**src/rtl/ipi_seq_pkg.sv**
```systemverilog
package ipi_seq_pkg;
  typedef enum logic [2:0] {
    ST_IDLE = 3'd0,
    ST_DEST = 3'd1,
    ST_CMD  = 3'd2,
    ST_ACK  = 3'd3,
    ST_GAP  = 3'd4
  } seq_state_e;

  typedef enum logic [1:0] {
    MSG_INIT = 2'd0,
    MSG_SU1  = 2'd1,
    MSG_SU2  = 2'd2
  } seq_step_e;

  localparam int          TGT_W     = 8;
  localparam logic [2:0]  MODE_INIT = 3'b101;
  localparam logic [2:0]  MODE_SU   = 3'b110;
  localparam logic [1:0]  SH_ALLX   = 2'b11;
  localparam int          ADDR_TOP  = 20;
  localparam int          PAGE_BITS = 12;
endpackage

```
**src/rtl/ipi_rst_sync.sv**
```systemverilog
module ipi_rst_sync (
  input  logic clk,
  input  logic rst_n,
  output logic rst_q_n
);
  logic meta_q;

  always_ff @(posedge clk or negedge rst_n) begin
    if (!rst_n) begin
      meta_q  <= 1'b0;
      rst_q_n <= 1'b0;
    end else begin
      meta_q  <= 1'b1;
      rst_q_n <= meta_q;
    end
  end
endmodule

```
**src/rtl/ipi_addr_check.sv**
```systemverilog
module ipi_addr_check
  import ipi_seq_pkg::*;
#(
  parameter int ADDR_W = 32
) (
  input  logic [ADDR_W-1:0] addr_i,
  output logic              ok_o,
  output logic [7:0]        vec_o
);
  localparam int HI_W = ADDR_W - ADDR_TOP;

  logic below_limit;
  logic aligned;

  generate
    if (HI_W > 0) begin : g_hi
      assign below_limit = (addr_i[ADDR_W-1:ADDR_TOP] == '0);
    end else begin : g_nohi
      assign below_limit = 1'b1;
    end
  endgenerate

  assign aligned = (addr_i[PAGE_BITS-1:0] == '0);
  assign ok_o    = below_limit & aligned;
  assign vec_o   = addr_i[ADDR_TOP-1:PAGE_BITS];
endmodule

```
**src/rtl/ipi_delay_timer.sv**
```systemverilog
module ipi_delay_timer #(
  parameter int CLKS_PER_US = 250,
  parameter int SHORT_US    = 10,
  parameter int LONG_US     = 200
) (
  input  logic clk,
  input  logic rst_n,
  input  logic load_i,
  input  logic long_i,
  output logic zero_o
);
  localparam int SHORT_CYC = CLKS_PER_US * SHORT_US;
  localparam int LONG_CYC  = CLKS_PER_US * LONG_US;
  localparam int CNT_W     = $clog2(LONG_CYC + 1);

  logic [CNT_W-1:0] cnt_q, cnt_d;
  logic             cnt_en;

  assign cnt_en = load_i | (cnt_q != '0);

  always_comb begin
    if (load_i) cnt_d = long_i ? CNT_W'(LONG_CYC - 1) : CNT_W'(SHORT_CYC - 1);
    else        cnt_d = cnt_q - 1'b1;
  end

  always_ff @(posedge clk or negedge rst_n) begin
    if (!rst_n)      cnt_q <= '0;
    else if (cnt_en) cnt_q <= cnt_d;
  end

  assign zero_o = (cnt_q == '0);
endmodule

```
**src/rtl/ipi_startup_seq.sv**
```systemverilog
module ipi_startup_seq
  import ipi_seq_pkg::*;
#(
  parameter int ADDR_W      = 32,
  parameter int CLKS_PER_US = 250,
  parameter int SHORT_US    = 10,
  parameter int LONG_US     = 200
) (
  input  logic              clk,
  input  logic              rst_n,
  input  logic              start_i,
  input  logic              bcast_i,
  input  logic [7:0]        target_i,
  input  logic [ADDR_W-1:0] routine_i,
  input  logic              cmd_pend_i,
  output logic              cmd_wr_o,
  output logic              cmd_sel_o,
  output logic [31:0]       cmd_data_o,
  output logic              busy_o,
  output logic              done_o,
  output logic              error_o
);
  logic       rst_q_n;
  logic       addr_ok;
  logic [7:0] addr_vec;
  logic       tmr_load, tmr_long, tmr_zero;

  seq_state_e state_q, state_d;
  seq_step_e  step_q, step_d;
  logic       capture;
  logic       bcast_q;
  logic [7:0] tgt_q, vec_q;
  logic       done_d, err_d;
  logic [31:0] dest_word, cmd_word;
  logic [2:0]  mode;

  ipi_rst_sync u_rst (.clk(clk), .rst_n(rst_n), .rst_q_n(rst_q_n));

  ipi_addr_check #(.ADDR_W(ADDR_W)) u_chk (
    .addr_i(routine_i), .ok_o(addr_ok), .vec_o(addr_vec)
  );

  ipi_delay_timer #(
    .CLKS_PER_US(CLKS_PER_US), .SHORT_US(SHORT_US), .LONG_US(LONG_US)
  ) u_tmr (
    .clk(clk), .rst_n(rst_q_n), .load_i(tmr_load), .long_i(tmr_long), .zero_o(tmr_zero)
  );

  // next-state logic
  always_comb begin
    state_d  = state_q;
    step_d   = step_q;
    capture  = 1'b0;
    done_d   = 1'b0;
    err_d    = 1'b0;
    tmr_load = 1'b0;
    tmr_long = 1'b0;
    unique case (state_q)
      ST_IDLE: begin
        if (start_i) begin
          if (addr_ok) begin
            capture = 1'b1;
            step_d  = MSG_INIT;
            state_d = ST_DEST;
          end else begin
            err_d = 1'b1;
          end
        end
      end
      ST_DEST: state_d = ST_CMD;
      ST_CMD:  state_d = ST_ACK;
      ST_ACK: begin
        if (!cmd_pend_i) begin
          if (step_q == MSG_SU2) begin
            done_d  = 1'b1;
            state_d = ST_IDLE;
          end else begin
            tmr_load = 1'b1;
            tmr_long = (step_q == MSG_SU1);
            step_d   = (step_q == MSG_INIT) ? MSG_SU1 : MSG_SU2;
            state_d  = ST_GAP;
          end
        end
      end
      ST_GAP: begin
        if (tmr_zero) state_d = ST_DEST;
      end
      default: state_d = ST_IDLE;
    endcase
  end

  // registers
  always_ff @(posedge clk or negedge rst_q_n) begin
    if (!rst_q_n) begin
      state_q <= ST_IDLE;
      step_q  <= MSG_INIT;
      done_o  <= 1'b0;
      error_o <= 1'b0;
    end else begin
      state_q <= state_d;
      step_q  <= step_d;
      done_o  <= done_d;
      error_o <= err_d;
    end
  end

  always_ff @(posedge clk or negedge rst_q_n) begin
    if (!rst_q_n) begin
      bcast_q <= 1'b0;
      tgt_q   <= '0;
      vec_q   <= '0;
    end else if (capture) begin
      bcast_q <= bcast_i;
      tgt_q   <= target_i;
      vec_q   <= addr_vec;
    end
  end

  // message encoding
  always_comb begin
    mode     = (step_q == MSG_INIT) ? MODE_INIT : MODE_SU;
    cmd_word = '0;
    cmd_word[10:8] = mode;
    cmd_word[14]   = 1'b1;
    cmd_word[19:18] = bcast_q ? SH_ALLX : 2'b00;
    cmd_word[7:0]  = (step_q == MSG_INIT) ? 8'h00 : vec_q;
    dest_word = bcast_q ? 32'h0 : {tgt_q, 24'h0};
  end

  assign cmd_wr_o   = (state_q == ST_DEST) || (state_q == ST_CMD);
  assign cmd_sel_o  = (state_q == ST_CMD);
  assign cmd_data_o = cmd_sel_o ? cmd_word : dest_word;
  assign busy_o     = (state_q != ST_IDLE);
endmodule


```
**config.mk**
```make
export PLATFORM = sky130hd
export DESIGN_NAME = ipi_startup_seq
export DESIGN_NICKNAME = d
export VERILOG_FILES = /design/src/rtl/ipi_seq_pkg.sv /design/src/rtl/ipi_rst_sync.sv /design/src/rtl/ipi_addr_check.sv /design/src/rtl/ipi_delay_timer.sv /design/src/rtl/ipi_startup_seq.sv
export SDC_FILE = /design/constraint.sdc
export NUM_CORES = 1
export LEC_CHECK = 0
export ABC_AREA = 1
export BUFFER_PORTS_ARGS = -buffer_cell sky130_fd_sc_hd__buf_2
export CAP_MARGIN = 20
export CELL_PAD_IN_SITES_DETAIL_PLACEMENT = 0
export CELL_PAD_IN_SITES_GLOBAL_PLACEMENT = 1
export CORE_MARGIN = 5
export CORE_UTILIZATION = 30
export DETAILED_ROUTE_END_ITERATION = 12
export PLACE_DENSITY_LB_ADDON = 0.1
export SYNTH_ARGS = -nofsm -noshare
export SYNTH_HDL_FRONTEND = slang
export SYNTH_SLANG_ARGS = --single-unit
export TNS_END_PERCENT = 100
```
**constraint.sdc**
```tcl
create_clock -name clk -period 2.5 [get_ports clk]
set_input_delay 0 -clock clk [delete_from_list [all_inputs] [get_ports clk]]
set_output_delay 0 -clock clk [all_outputs]
set_load 0.02 [all_outputs]
```
==> results of run 1 <==
metal layers:
layer	vias up	GRT usage, %
met5	-	0
met4	0	4.04
met3	8	3.34
met2	47	21.5
met1	1037	17.7
li1	1172	-
through the flow:
| stage | power [mW] | utilization, % |
|---|---|---|
| global placement | 1.43 | 36.4 |
| global route | 2.02 | 39.8 |
| CTS | 1.88 | 39.8 |
| floorplan | 1.29 | - |
| detailed placement | 1.42 | 36.4 |
| finish | 1.85 | 39.8 |
synth_stat cells:
cell and count:
nand2_1 91, nor2_1 62, dfrtp_1 42, nand3_1 29, inv_1 27, buf_4 15, a21oi_1 7, nand4_1 7
inv_2 5, nand2_2 4, clkinv_1 3, nor2_4 3, o21ai_1 3, o21ai_2 3, or2_2 3, xnor2_1 3
xor2_1 3, conb_1 2, nand2_4 2, nor2_2 2, nor2_8 2, o21ai_0 2, a21o_1 1, a31oi_1 1
buf_2 1, buf_6 1, ha_1 1, inv_4 1, nand3_2 1, nor3_1 1, nor3_4 1
sequential cells by signal, indices dropped and copies added (netlist names):
| register | flops |
|---|---|
| u_tmr.cnt_q | 16 |
| u_rst.meta_q | 1 |
| bcast_q | 1 |
| vec_q | 8 |
| step_q | 2 |
| error_o | 1 |
| done_o | 1 |
| u_rst.rst_q_n | 1 |
| state_q | 3 |
| tgt_q | 8 |
kinds of logic after synthesis:
family | Yosys count | synth area share [%]
DFF | 42 | 43.1
other | 2 | 0.308
AOI/OAI and AO/OA | 17 | 4.11
and+or+nand+nor | 208 | 38.9
xor gates and xnor gates | 6 | 2.16
buffers and inverters | 53 | 10.9
adders and majority gates | 1 | 0.513
critical path: stages (launching register included):
cell     delay (ps)
dfrtp_1         480
nor3_4          480
inv_2           230
nor2_1          150
buf_2           180
power by group through the flow:
stage                     logic [mW]  clock network (mW)  registers (mW)
after CTS                      0.554               0.449           0.877
after global placement         0.531                   0           0.894
final                          0.548               0.429           0.876
after global routing           0.642               0.479           0.895
after detailed placement       0.529                   0           0.891
after floorplan                0.406                   0           0.882
layout make-up:
class | count | area [sq um] | area share, %
multi-input cells | 243 | 1150 | 37.1
clock buffers | 6 | 72.6 | 2.33
repair buffers | 92 | 561 | 18.0
flip-flops and latches | 42 | 1050 | 33.8
clock inverters | 1 | 7.51 | 0.241
well taps | 102 | 128 | 4.10
inverters | 36 | 138 | 4.42
how the worst max path moves through the flow:
stage,endpoint,cells after the start
5_1_grt,cmd_data_o[19],4
3_3_place_gp,u_tmr.cnt_q[9],9
3_5_place_dp,u_tmr.cnt_q[14],9
2_1_floorplan,cmd_data_o[19],5
6_report,cmd_data_o[19],4
4_1_cts,cmd_data_o[19],4
==> results.sh, run 1 <==
export IMPL_combPwrFrac_pct=29.6
export IMPL_syn2layout_area_growth_pct=27.6
export IMPL_syn_inst=329
export IMPL_final_hold_viol_count=0
export IMPL_fin_crit_ps=1820
export IMPL_outcome="finished clean"
export IMPL_worstHoldPathType="in -> async"
export IMPL_fin_crit_sh_pct=72.7
export IMPL_synth_seq_cells=42
export IMPL_clock_sinks=42
export IMPL_grt_usage_pct=13.4
export IMPL_startpoint_type="flop"
export IMPL_switching_share_pct=34.5
export IMPL_grt_pass1_vias=2352
export IMPL_synth_area_sq_um=2440
export IMPL_die_height_um=100
export IMPL_cts_setup_buffers=0
export IMPL_fin_cells=522
export IMPL_ir_drop_mv=0.283
export IMPL_synth_seq_area_share_pct=43.1
export IMPL_diodes=0
export IMPL_report_final_slew_viol_count=0
export IMPL_r2r_end="u_tmr.cnt_q[14]"
export IMPL_fp_row_count=32
export IMPL_p_leak_nw=1.72
export IMPL_setup_violations=0
export IMPL_cap_violations=0
export IMPL_most_common_layout_cells="nand2_1 (91), buf_2 (71), nor2_1 (62)"
export IMPL_place_gp_congestion=0.727
export IMPL_wl_per_cell_um=12.0
export IMPL_end_kind="output pin"
export IMPL_drcViolationCount=0
export IMPL_required_ps=2500
export IMPL_placed_area_sq_um=2840
export IMPL_portBuffers=71
export IMPL_fillers=843
export IMPL_power_density_nw_per_um2=596
export IMPL_p_sw_mw=0.639
export IMPL_synth_top_area_cell="dfrtp_1"
export IMPL_clk_latency_ps=300
export IMPL_dp_slack_ps=801
export IMPL_critPathMaxFanout=12
export IMPL_cts_repair_resized=0
export IMPL_dr_max_layer_used="met4"
export IMPL_drt_iter0_markers=81
export IMPL_met3_length_um=281
export IMPL_r2r_start="u_tmr.cnt_q[0]"
export IMPL_finalWorstSetupSlack_ps=683
export IMPL_synth_lib_cells_used_distinct=31
export IMPL_routed_wl_mm=6.24
export IMPL_fin_nets=466
export IMPL_arrival_ps=1820
export IMPL_grt_ovfl_total=0
export IMPL_synth_area_per_cell_sq_um=7.41
export IMPL_place_inst=496
export IMPL_finalClockSkew_ps=9.43
export IMPL_floorplan_die_area_sq_um=10000
export IMPL_start_util_pct=31.2
export IMPL_final_common_cell="nand2_1"
export IMPL_synthTopCellsByArea="dfrtp_1 (43%), nand2_1 (14%), nor2_1 (9.5%), nand3_1 (6.0%), buf_4 (4.6%)"
export IMPL_h_tree_depth=2
export IMPL_numCtsBuffers=5
export IMPL_core_sq_um=7810
export IMPL_drtAntennaViolNets=0
export IMPL_fmax_ghz=0.550
export IMPL_firstDrtPassIters=5
export IMPL_design_area_sq_um=3110
export IMPL_hold_buffers=19
export IMPL_hold_worst_slack_ps=18.4
export IMPL_grt_max_degree=31
export IMPL_synth_top_cell_area_share_pct=43.1
export IMPL_drive_gt1_share_pct=25.2
export IMPL_cp_startpoint="state_q[2]"
export IMPL_cts_tree="done"
export IMPL_yosysWarnings=0
export IMPL_antenna_found_initial=0
export IMPL_wl_met2_mm=2.93
export IMPL_setup_tns_ps=0
export IMPL_vias_per_cell=4.34
export IMPL_route_vias_total=2264
export IMPL_die_w_um=100
export IMPL_grt_pass1_wl_mm=10.9
export IMPL_cts_path_max_buffers=2
export IMPL_p_clk_share_pct=23.2
export IMPL_reg2reg_slack_ps=800
export IMPL_ff2ff_path_depth=9
export IMPL_rsz0062_at_grt="false"
export IMPL_path_clk_slew_ps=80
export IMPL_io_pins=82
export IMPL_root_buffer="clkbuf_8"
export IMPL_post_dp_hpwl_mm=4.68
export IMPL_seq_power_share_pct=47.3
export IMPL_path_class="reg -> out"
export IMPL_p_int_mw=1.21
export IMPL_wl_met1_mm=2.94
Note: power is estimated with default switching activity, not from simulation.
==> run 2, diff against run 1 <==
==> constraint.sdc (replaced) <==
create_clock -name clk -period 1.86 [get_ports clk]
set_input_delay 0 -clock clk [delete_from_list [all_inputs] [get_ports clk]]
set_output_delay 0 -clock clk [all_outputs]
set_load 0.02 [all_outputs]
==> run 2 against run 1 <==
Non-clock buffer count up 4. Count of clock-buffer cells in the layout unchanged. Final cell count up 0.77%. Register-to-register slack worse by 560 ps. Core utilization up 1.1 points. Clock power up 76%. Global-route usage down 0.24 points. Clock skew down 1.5 ps. Combinational power up 35%. Critical endpoint is now u_tmr.cnt_q[9].
==> results.sh, run 2 (synthesized netlist as in run 1, its figures left out) <==
export IMPL_regArea_sq_um=1050
export IMPL_fp_row_count=32
export IMPL_vias_per_cell=4.31
export IMPL_power_density_nw_per_um2=836
export IMPL_arrival_ps=1790
export IMPL_setup_violations=0
export IMPL_start_util_pct=31.2
export IMPL_finalClockSkew_ps=7.92
export IMPL_outcome="finished clean"
export IMPL_setup_tns_ps=0
export IMPL_grt_max_degree=31
export IMPL_diodes=0
export IMPL_largest_register="u_tmr.cnt_q"
export IMPL_grt_usage_pct=13.1
export IMPL_reg_largest_list="u_tmr.cnt_q x16, tgt_q x8, vec_q x8"
export IMPL_required_ps=2040
export IMPL_cts_tree="done"
export IMPL_fin_nets=470
export IMPL_die_height_um=100
export IMPL_tightest_slew_ps=504
export IMPL_cts_path_max_buffers=2
export IMPL_core_sq_um=7810
export IMPL_largest_reg_flops=16
export IMPL_io_pins=82
export IMPL_fin_crit_ps=1620
export IMPL_fillers=840
export IMPL_fin_cells=526
export IMPL_wl_per_cell_um=11.8
export IMPL_final_hold_viol_count=0
export IMPL_report_final_slew_viol_count=0
export IMPL_numCtsBuffers=5
export IMPL_design_area_sq_um=3190
export IMPL_routed_wl_mm=6.20
export IMPL_antenna_found_initial=0
export IMPL_p_leak_nw=1.76
export IMPL_most_common_layout_cells="nand2_1 (91), buf_2 (71), nor2_1 (61)"
export IMPL_grt_ovfl_total=0
export IMPL_path_clk_slew_ps=80
export IMPL_fin_crit_sh_pct=86.9
export IMPL_reg2reg_slack_ps=240
export IMPL_root_buffer="clkbuf_8"
export IMPL_clk_latency_ps=300
export IMPL_portBuffers=71
export IMPL_slew_headroom_pct=66.4
export IMPL_drive_gt1_share_pct=26.4
export IMPL_startpoint_type="flop"
export IMPL_worstHoldPathType="in -> reg"
export IMPL_post_dp_hpwl_mm=4.71
export IMPL_cap_violations=0
export IMPL_placed_area_sq_um=2870
export IMPL_drcViolationCount=0
export IMPL_place_inst=498
export IMPL_clock_sinks=42
export IMPL_grt_pass1_vias=2308
export IMPL_drtAntennaViolNets=0
export IMPL_multi_input_area_sq_um=1160
export IMPL_die_w_um=100
export IMPL_fmax_ghz=0.619
export IMPL_h_tree_depth=2
export IMPL_ir_drop_mv=0.358
export IMPL_rsz0062_at_grt="false"
export IMPL_path_class="reg -> reg"
export IMPL_firstDrtPassIters=4
export IMPL_syn2layout_area_growth_pct=31.1
export IMPL_floorplan_die_area_sq_um=10000
export IMPL_critPathMaxFanout=6
export IMPL_grt_pass1_wl_mm=10.8
export IMPL_drt_iter0_markers=84
export IMPL_place_gp_congestion=0.757
export IMPL_final_common_cell="nand2_1"
export IMPL_end_kind="flop"
export IMPL_route_vias_total=2269
run 2: cell types whose count changed in the layout (fill, tap and decap cells not counted), sizes merged:
cell,delta
buf,+3
bufinv,+1
clkinv,-1
dlygate4sd3,+1
run 2: per-layer routing:
| metal | track usage, % | wire length [um] | part of all wire [%] | up-vias |
|---|---|---|---|---|
| li1 | - | - | - | 1186 |
| met1 | 17.3 | 2880 | 46 | 1028 |
| met2 | 21.7 | 2940 | 47 | 48 |
| met3 | 3.13 | 314 | 5.1 | 7 |
| met4 | 3.42 | 65 | 1.0 | 0 |
| met5 | 0 | 0 | 0 | - |
run 2: power breakdown:
| part | leakage, nW | switching, mW | internal [mW] |
|---|---|---|---|
| clock network | 0.0573 | 0.324 | 0.430 |
| logic | 1.16 | 0.426 | 0.315 |
| registers | 0.549 | 0.112 | 1.06 |
| total | 1.76 | 0.862 | 1.81 |
run 2: path summary, 6_finish.rpt:
check / from / to / cells past startpoint
worst max-delay path: u_tmr.cnt_q[0] / u_tmr.cnt_q[9] / 9
worst min-delay path: start_i / state_q[0] / 5
worst min register to register: u_rst.rst_q_n / u_tmr.cnt_q[5] / 0
min in group asynchronous: u_rst.rst_q_n / u_tmr.cnt_q[5] / 0
worst max register to register: u_tmr.cnt_q[0] / u_tmr.cnt_q[9] / 9
max in group asynchronous: u_rst.rst_q_n / step_q[1] / 1
run 2: cell type report:
type | count | share of cell area (%)
Sequential cell | 42 | 32.9
Timing Repair Buffer | 96 | 19.0
Tap cell | 102 | 4.00
Clock buffer | 6 | 2.59
Multi-Input combinational cell | 243 | 36.2
Clock inverter | 1 | 0.940
Inverter | 36 | 4.43
run 2: timing repair:
item,CTS,global route
hold endpoints to repair,20,0
hold buffers,20,0
gates resized for setup,0,2
setup endpoints to repair,0,5
buffers inserted,0,1
run 2: stage by stage:
| step | setup slack, ps | utilization [%] | hold WS [ps] | power [mW] |
|---|---|---|---|---|
| 3_3_place_gp | 243 | 36.7 | -211 | 1.92 |
| 2_1_floorplan | 106 | - | -296 | 1.73 |
| 3_5_place_dp | 198 | 36.7 | -211 | 1.91 |
| 5_1_grt | 74.6 | 40.9 | 187 | 2.86 |
| 6_report | 244 | 40.9 | 157 | 2.67 |
| 4_1_cts | 138 | 40.7 | 147 | 2.70 |
run 2: worst max-delay path, cell delays in order, from the launching register on:
cell,delay [ps]
dfrtp_1,360
inv_1,100
ha_1,190
nand3_1,110
inv_1,90
nand2_1,90
nor2_2,150
nand3_2,150
o21ai_2,190
a21oi_1,60
